==> config.mk <==
export PLATFORM = sky130hd
export DESIGN_NAME = flash_prog_seq
export DESIGN_NICKNAME = d
export VERILOG_FILES = /design/src/rtl/fps_pkg.sv /design/src/rtl/fps_start_edge.sv /design/src/rtl/fps_ack_timer.sv /design/src/rtl/fps_led_show.sv /design/src/rtl/flash_prog_seq.sv
export SDC_FILE = /design/constraint.sdc
export NUM_CORES = 1
export LEC_CHECK = 0
export ABC_CLOCK_PERIOD_IN_PS = 7350
export CAP_MARGIN = 10
export CORE_AREA = 2 2 215 111
export CTS_CLUSTER_DIAMETER = 200
export DETAILED_ROUTE_END_ITERATION = 16
export DIE_AREA = 0 0 217 113
export DONT_BUFFER_PORTS = 1
export PLACE_DENSITY_LB_ADDON = 0.1
export SLEW_MARGIN = 25
export SYNTH_ARGS = -nofsm -noshare
export SYNTH_HDL_FRONTEND = slang
export SYNTH_SLANG_ARGS = --single-unit
==> constraint.sdc <==
create_clock -name clk -period 7.35 [get_ports clk]
set_input_delay 1.47 -clock clk [delete_from_list [all_inputs] [get_ports clk]]
set_output_delay 1.47 -clock clk [all_outputs]
set_load 0.02 [all_outputs]
==> src/rtl/fps_pkg.sv <==
`timescale 1ns/1ps
// Shared encodings of the session sequencer: state and stage types, link
// byte values and the error codes shown on the LEDs.
package fps_pkg;
    typedef enum logic [2:0] {
        ST_IDLE, ST_SEND, ST_WAIT, ST_DONE, ST_FAIL
    } seq_state_t;

    typedef enum logic [1:0] {
        PH_HELLO, PH_ERASE, PH_LEN, PH_DATA
    } seq_phase_t;

    localparam logic [7:0] CMD_START = 8'h10;
    localparam logic [7:0] CMD_ERASE = 8'h11;
    localparam logic [7:0] CMD_PROG  = 8'h12;
    localparam logic [7:0] REPLY_OK  = 8'h55;
    localparam logic [7:0] PAD_BYTE  = 8'hFF;

    localparam logic [3:0] ERR_LINK  = 4'd1;
    localparam logic [3:0] ERR_NAK   = 4'd2;
    localparam logic [3:0] ERR_TMO   = 4'd3;
endpackage

==> src/rtl/fps_start_edge.sv <==
`timescale 1ns/1ps
// Synchronises the asynchronous active-low start switch and emits a one-cycle
// pulse on each falling transition. The chain resets to "released" (high), so
// the switch is assumed released while reset is applied.
module fps_start_edge #(
    parameter int SYNC_STAGES = 2
) (
    input  logic clk,
    input  logic rst_n,
    input  logic pin_n,
    output logic fall
);
    logic [SYNC_STAGES:0] chain;

    // chain[0] is the raw pin; each further stage is one flop
    assign chain[0] = pin_n;

    generate
        for (genvar g = 1; g <= SYNC_STAGES; g++) begin : g_sync
            // One synchroniser / history stage
            always_ff @(posedge clk) begin
                if (!rst_n) chain[g] <= 1'b1;
                else        chain[g] <= chain[g-1];
            end
        end
    endgenerate

    // Fall pulse: older sample high, newer sample low
    assign fall = chain[SYNC_STAGES] & ~chain[SYNC_STAGES-1];


    edge_single_chk: assert property (@(posedge clk) disable iff (!rst_n)
        fall |=> !fall);
endmodule

==> src/rtl/fps_ack_timer.sv <==
`timescale 1ns/1ps
// Counts cycles spent waiting for a reply. It clears whenever the wait is not
// in progress and flags expiry once the count reaches the limit.
module fps_ack_timer #(
    parameter int TO_W = 20
) (
    input  logic            clk,
    input  logic            rst_n,
    input  logic            run,
    input  logic [TO_W-1:0] limit,
    output logic            expired
);
    logic [TO_W-1:0] cnt;

    // Saturating wait counter, cleared outside a wait
    always_ff @(posedge clk) begin
        if (!rst_n)           cnt <= '0;
        else if (!run)        cnt <= '0;
        else if (cnt < limit) cnt <= cnt + 1'b1;
    end

    // Expiry only while waiting and at or past the limit
    assign expired = run && (cnt >= limit);


    tmo_window_chk: assert property (@(posedge clk) disable iff (!rst_n)
        (expired && limit != '0) |-> $past(run));
endmodule

==> src/rtl/fps_led_show.sv <==
`timescale 1ns/1ps
// Drives the active-low status LEDs. A go pulse starts either a single-pass
// chase (one LED at a time) or an endless blink of an error code against
// all-off. Each step lasts 'delay' cycles; a delay of 0 acts as 1.
// A clear pulse turns everything off and has priority over go.
module fps_led_show #(
    parameter int DLY_W = 24,
    parameter int N_LED = 4
) (
    input  logic             clk,
    input  logic             rst_n,
    input  logic             clear,
    input  logic             go,
    input  logic             err_mode,
    input  logic [N_LED-1:0] code,
    input  logic [DLY_W-1:0] delay,
    output logic [N_LED-1:0] led_n
);
    localparam int IDX_W = (N_LED > 1) ? $clog2(N_LED) : 1;

    logic             active;
    logic             err_r;
    logic [N_LED-1:0] code_r;
    logic [IDX_W-1:0] idx;
    logic [DLY_W-1:0] dcnt;
    logic             step_end;

    // End of the current step: dcnt+1 has reached the programmed delay
    assign step_end = ({1'b0, dcnt} + 1'b1) >= {1'b0, delay};

    // Step sequencing for chase and blink
    always_ff @(posedge clk) begin
        if (!rst_n) begin
            active <= 1'b0;
            err_r  <= 1'b0;
            code_r <= '0;
            idx    <= '0;
            dcnt   <= '0;
        end else if (clear) begin
            active <= 1'b0;
        end else if (go) begin
            active <= 1'b1;
            err_r  <= err_mode;
            code_r <= code;
            idx    <= '0;
            dcnt   <= '0;
        end else if (active) begin
            if (step_end) begin
                dcnt <= '0;
                if (err_r)                              idx[0] <= ~idx[0];
                else if (idx == IDX_W'(N_LED - 1))      active <= 1'b0;
                else                                    idx    <= idx + 1'b1;
            end else begin
                dcnt <= dcnt + 1'b1;
            end
        end
    end

    // LED pattern from the current step
    always_comb begin
        led_n = '1;
        if (active) begin
            if (err_r) begin
                if (!idx[0]) led_n = ~code_r;
            end else begin
                led_n[idx] = 1'b0;
            end
        end
    end


    chase_onehot_chk: assert property (@(posedge clk) disable iff (!rst_n)
        (active && !err_r) |-> ($countones(~led_n) == 1));
endmodule

==> src/rtl/flash_prog_seq.sv <==
`timescale 1ns/1ps
// Session sequencer for remote flash erase/program over a byte UART.
// It walks four stages (start, erase+selector, program+length, chunked data),
// each closed by a one-byte reply, and reports the result on four active-low LEDs.
// Assumptions: mem_rdata is an asynchronous read of mem_addr; rx_valid is a
// one-cycle strobe; img_len and erase_sel are sampled at the start edge.
module flash_prog_seq #(
    parameter int ADDR_W      = 16,
    parameter int CHUNK       = 256,
    parameter int DLY_W       = 24,
    parameter int TO_W        = 20,
    parameter int SYNC_STAGES = 2
) (
    input  logic              clk,
    input  logic              rst_n,
    input  logic              start_n,
    input  logic [31:0]       img_len,
    input  logic [1:0]        erase_sel,
    input  logic [DLY_W-1:0]  led_delay,
    input  logic [TO_W-1:0]   ack_timeout,
    output logic              tx_valid,
    input  logic              tx_ready,
    output logic [7:0]        tx_data,
    input  logic              rx_valid,
    input  logic [7:0]        rx_data,
    input  logic              rx_frame_err,
    input  logic              rx_overrun,
    output logic [ADDR_W-1:0] mem_addr,
    input  logic [7:0]        mem_rdata,
    output logic [3:0]        led_n,
    output logic              busy
);
    import fps_pkg::*;

    localparam int LEN_BYTES = 4;
    localparam int LEN_W     = 8 * LEN_BYTES;
    localparam int CLOG_CH   = $clog2(CHUNK);
    localparam int IDX_W     = (CLOG_CH > 3) ? CLOG_CH : 3;

    seq_state_t        state;
    seq_phase_t        phase;
    logic [IDX_W-1:0]  idx;
    logic [LEN_W-1:0]  pos;
    logic [LEN_W-1:0]  len_q;
    logic [1:0]        sel_q;
    logic [3:0]        err_code;
    logic              show_go;
    logic              show_err;
    logic              start_fall;
    logic              tmo;
    logic              link_err;
    logic [IDX_W-1:0]  last_idx;
    logic [7:0]        len_byte;

    fps_start_edge #(.SYNC_STAGES(SYNC_STAGES)) u_edge (
        .clk(clk), .rst_n(rst_n), .pin_n(start_n), .fall(start_fall)
    );

    fps_ack_timer #(.TO_W(TO_W)) u_timer (
        .clk(clk), .rst_n(rst_n), .run(state == ST_WAIT),
        .limit(ack_timeout), .expired(tmo)
    );

    fps_led_show #(.DLY_W(DLY_W), .N_LED(4)) u_leds (
        .clk(clk), .rst_n(rst_n), .clear(start_fall && !busy),
        .go(show_go), .err_mode(show_err), .code(err_code),
        .delay(led_delay), .led_n(led_n)
    );

    // Session status and handshake outputs from the state
    assign busy     = (state == ST_SEND) || (state == ST_WAIT);
    assign tx_valid = (state == ST_SEND);
    assign link_err = rx_valid && (rx_frame_err || rx_overrun);
    assign mem_addr = pos[ADDR_W-1:0];

    // Index of the last byte in the current stage
    always_comb begin
        unique case (phase)
            PH_HELLO: last_idx = '0;
            PH_ERASE: last_idx = IDX_W'(1);
            PH_LEN:   last_idx = IDX_W'(LEN_BYTES);
            default:  last_idx = IDX_W'(CHUNK - 1);
        endcase
    end

    // Length header byte, most significant first for idx 1..LEN_BYTES
    always_comb begin
        len_byte = 8'(len_q >> (8 * (LEN_BYTES - int'(idx))));
    end

    // Byte offered to the UART in the current stage
    always_comb begin
        unique case (phase)
            PH_HELLO: tx_data = CMD_START;
            PH_ERASE: tx_data = (idx == '0) ? CMD_ERASE : {6'b0, sel_q};
            PH_LEN:   tx_data = (idx == '0) ? CMD_PROG  : len_byte;
            default:  tx_data = (pos < len_q) ? mem_rdata : PAD_BYTE;
        endcase
    end

    // Main session state machine
    always_ff @(posedge clk) begin
        if (!rst_n) begin
            state    <= ST_IDLE;
            phase    <= PH_HELLO;
            idx      <= '0;
            pos      <= '0;
            len_q    <= '0;
            sel_q    <= '0;
            err_code <= '0;
            show_go  <= 1'b0;
            show_err <= 1'b0;
        end else begin
            show_go <= 1'b0;
            unique case (state)
                ST_SEND: begin
                    if (link_err) begin
                        state    <= ST_FAIL;
                        err_code <= ERR_LINK;
                        show_go  <= 1'b1;
                        show_err <= 1'b1;
                    end else if (tx_ready) begin
                        if (phase == PH_DATA) pos <= pos + 1'b1;
                        if (idx == last_idx) begin
                            idx   <= '0;
                            state <= ST_WAIT;
                        end else begin
                            idx <= idx + 1'b1;
                        end
                    end
                end
                ST_WAIT: begin
                    if (link_err) begin
                        state    <= ST_FAIL;
                        err_code <= ERR_LINK;
                        show_go  <= 1'b1;
                        show_err <= 1'b1;
                    end else if (rx_valid && rx_data != REPLY_OK) begin
                        state    <= ST_FAIL;
                        err_code <= ERR_NAK;
                        show_go  <= 1'b1;
                        show_err <= 1'b1;
                    end else if (rx_valid) begin
                        unique case (phase)
                            PH_HELLO: begin phase <= PH_ERASE; state <= ST_SEND; end
                            PH_ERASE: begin phase <= PH_LEN;   state <= ST_SEND; end
                            PH_LEN: begin
                                if (len_q == '0) begin
                                    state    <= ST_DONE;
                                    show_go  <= 1'b1;
                                    show_err <= 1'b0;
                                end else begin
                                    phase <= PH_DATA;
                                    state <= ST_SEND;
                                end
                            end
                            default: begin
                                if (pos >= len_q) begin
                                    state    <= ST_DONE;
                                    show_go  <= 1'b1;
                                    show_err <= 1'b0;
                                end else begin
                                    state <= ST_SEND;
                                end
                            end
                        endcase
                    end else if (tmo) begin
                        state    <= ST_FAIL;
                        err_code <= ERR_TMO;
                        show_go  <= 1'b1;
                        show_err <= 1'b1;
                    end
                end
                default: begin
                    if (start_fall) begin
                        state <= ST_SEND;
                        phase <= PH_HELLO;
                        idx   <= '0;
                        pos   <= '0;
                        len_q <= img_len;
                        sel_q <= erase_sel;
                    end
                end
            endcase
        end
    end


    tx_hold_chk: assert property (@(posedge clk) disable iff (!rst_n)
        (tx_valid && !tx_ready && !link_err) |=> (tx_valid && $stable(tx_data)));


    first_byte_chk: assert property (@(posedge clk) disable iff (!rst_n)
        $rose(busy) |-> (tx_valid && tx_data == 8'h10));


    link_stop_chk: assert property (@(posedge clk) disable iff (!rst_n)
        (busy && link_err) |=> !busy);


    nak_stop_chk: assert property (@(posedge clk) disable iff (!rst_n)
        (busy && !tx_valid && rx_valid && !link_err && rx_data != 8'h55) |=> !busy);
endmodule

==> metrics.md <==
| Metric | Value |
|---|---|
| Nets@finish | roughly 1300 |
| Clock transition at path regs | 0.06 ns |
| Cell Pwr Density | approximately 220 nW/um^2 |
| Max cap viols | 0 |
| Fin. Hold Viols | 0 |
| Row cnt | 39 |
| WHS Endpoint | sel_q[0] |
| Leak | about 3.8 nW |
| Antenna violations before repair | 1 |
| Register area share after synthesis | 30.28% |
| Critical path endpoint category | output pin |
| Hold_sp | sel_q[0] |
| Initial core utilization | around two fifths |
| Vias after detailed routing | 7629 |
| Synth Flop Type | dfxtp_1 |
| Cell area after synthesis | 8925 um^2 |
| Number of synthesized flops with an enable pin | 0 |
| Synth area leader | dfxtp_1 |
| Post_cts resized | 0 |
| Critical Path Start | len_q[17] |
| Worst path arrival time | ~3.1 ns |
| Die area | 24520 um^2 |
| Asr flop ratio synth | 0% |
| Syn. warnings | 0 |
| Gr usage total | 19.91% |
| Average wire per standard cell | 16.95 um |
| DRT Wirelength | 23880 um |
| Layout cell share with drive strength beyond 1 | 6.994% |
| Pin count of the biggest net entering global routing | 47 |
| Flops & latches, synth | 135 |
| Port Buffers | 0 |
| Worst hold stages | 2 |
| Setup violators final | 0 |
| Area Overhead vs Synth | 7.318% |
| Synth top area cells | dfxtp_1, ha_1, nand2_1 |
| Antenna viol nets, final | 0 |
| GRT overflow | 0 |
| Vias in the first global route | 7367 |
| Core box area | 22540 um^2 |
| Setup Buffers After CTS | 0 |
| Reg-to-reg startpoint | u_leds.dcnt[0] |
| Gp weighted congestion | 0.8683 |
| Reg-to-reg setup timing slack | 3.17 ns |
| Hold buffer count at CTS | 0 |
| Max Transition Viols Final | 0 |
| Worst-path maximum fanout | 8 |
| Gate Count Post-Synth | around 1100 |
| Worst hold-check path type | register to register |
| Top cell type's share of synthesized area | 30.28% |
| Setup_tns | 0 ns |
| Final min period | 4.573 ns |
| Slew @ Worst Pin | 0.8911 ns |
| Fmax | 218.7 MHz |
| Clk root buf | clkbuf_16 |
| Startpoint Class | register |
| RSZ-0062 raised after global routing | no |
| WS Path Type | register to output pin |
| Final Cycle Share | 62.21% |
| DRC Markers | 0 |
| CTS tree | done |
| First-pass DRT Iterations | 5 |
| Syn_nets | 1315 |
| Netlist cell types | 71 |
| Top-level port count | ~130 |
| Drt first-iter violations | 436 |
| Bufs on Longest Clock Path | 2 |
| DR vias/cell | 5.414 |
| First-pass GRT wire length | 38360 um |
| Outcome | completed |
| Later-pin clock latency in the skew report | 0.44 ns |
| Clk_skew | 0.008263 ns |
| Avg Inst Size Synth | a little under 8 um^2 |
| Setup ws final | 2.777 ns |
| Setup WS pre-CTS | approximately 3.2 ns |
| R2r worst-path depth | 15 |
| Die X-Extent | 217 um |
| DP Wirelength | 18160 um |
| Worst R2R End | u_leds.dcnt[16] |
| CTS H-tree depth | 4 |
| Die Ht | between 100 and 150 um |
| Worst IR drop on VDD | 0.00009745 V |
| Critical path required time | 5.88 ns |
| CTS buffer count | 17 |
| Sink Count | 135 |
| Relative slew slack | 40.53% |
-- cells in the mapped netlist (all sizes together), types with 22 or more instances --
cell and instances:
nand2 152, xor2 45, xnor2 22, inv 105, dfxtp 135, a21oi 103, clkbuf 23, o21ai 32
nor2 93, buf 34, ha 89, nand4 42, nand3 59
-- per-layer routing --
layer / part of all wire, % / GRT usage [%]
met5: 0 / 0
met4: 1.8 / 6.712
met3: 3.3 / 4.247
met2: 49 / 34.57
met1: 46 / 24.65
-- layout by cell type, fill, tap and decap left out, types with 7 or more instances in the layout --
cell type | Yosys | layout
nand2_1 | 151 | 150
dfxtp_1 | 135 | 135
a21oi_1 | 102 | 102
inv_1 | 101 | 101
nor2_1 | 90 | 90
ha_1 | 89 | 89
nand3_1 | 58 | 58
xor2_1 | 45 | 45
nand4_1 | 41 | 41
o21ai_0 | 26 | 26
xnor2_1 | 22 | 22
clkbuf_16 | 0 | 17
and3_1 | 13 | 13
nand2b_1 | 13 | 13
and4_1 | 12 | 12
o22ai_1 | 11 | 11
nor3_1 | 10 | 10
a2bb2oi_1 | 9 | 9
mux4_2 | 8 | 8
mux2i_1 | 8 | 8
a32o_2 | 8 | 8
or3_1 | 7 | 7
nor4_1 | 7 | 7
-- worst max-delay path, stage by stage, from the launching register on --
cell	delay, ns
dfxtp_1	0.38
inv_1	0.08
ha_1	0.28
a21o_1	0.19
a221o_1	0.32
a221o_1	0.30
nor3_1	0.25
nand2_1	0.12
or2_0	0.42
o21a_1	0.34
-- report_power, final --
part / leakage, nW / internal [mW] / switching [mW] / total, mW
combinational: 2.45 / 0.163 / 0.292 / 0.455
clock: 0.271 / 0.510 / 0.335 / 0.845
sequential: 1.09 / 0.772 / 0.0669 / 0.839
-- area by class of cell --
type                       instances  area, um^2
fill                            2359       12970
multi-input combinational        827        5500
sequential                       135        2703
clock buffer                      21       460.4
inverter                         106       402.9
tap                              307       384.1
clock inverter                     9       102.6
timing repair buffer               3       22.52
antenna                            1       2.502
-- logic make-up (layout without fill, tap and decap cells) --
group,after synthesis,in the layout,synth area share (%)
simple gates,446,446,24.87
compound gates,209,209,14.76
buf+inv,163,139,8.117
flops,135,135,30.28
fa+ha+maj,89,89,12.48
xor+xnor,67,67,6.575
mux,16,16,2.916
other cells,0,1,0
-- worst max-delay path by stage --
stage	to	cells after the start	slack [ns]
6_report	tx_data[4]	9	2.78
3_5_place_dp	u_leds.dcnt[17]	15	3.19
5_1_grt	tx_data[4]	9	2.61
3_3_place_gp	u_leds.dcnt[20]	15	3.29
4_1_cts	tx_data[4]	9	2.76
2_1_floorplan	tx_data[4]	10	3.60
-- registers in the layout (all words and copies together), names as in the netlist, 2 cells and up --
register       count
len_q             32
pos               32
u_leds.dcnt       24
u_timer.cnt       20
idx                8
state              3
err_code           2
phase              2
sel_q              2
u_edge.chain       2
u_leds.code_r      2
u_leds.idx         2
-- metrics by stage --
| step | instance area, um^2 | power, mW | hold slack [ns] | utilization, % | cells |
|---|---|---|---|---|---|
| 2_1_floorplan | 8925 | 1.201 | 0.4192 | - | 1125 |
| 3_3_place_gp | 9010 | 1.308 | 0.4511 | 39.97 | 1378 |
| 3_5_place_dp | 9012 | 1.314 | 0.4535 | 39.98 | 1378 |
| 4_1_cts | 9575 | 2.164 | 0.4637 | 42.47 | 1408 |
| 5_1_grt | 9578 | 2.259 | 0.4907 | 42.49 | 1409 |
| 6_report | 9578 | 2.139 | 0.4626 | 42.49 | 1409 |
(Power assumes the default switching activity.)
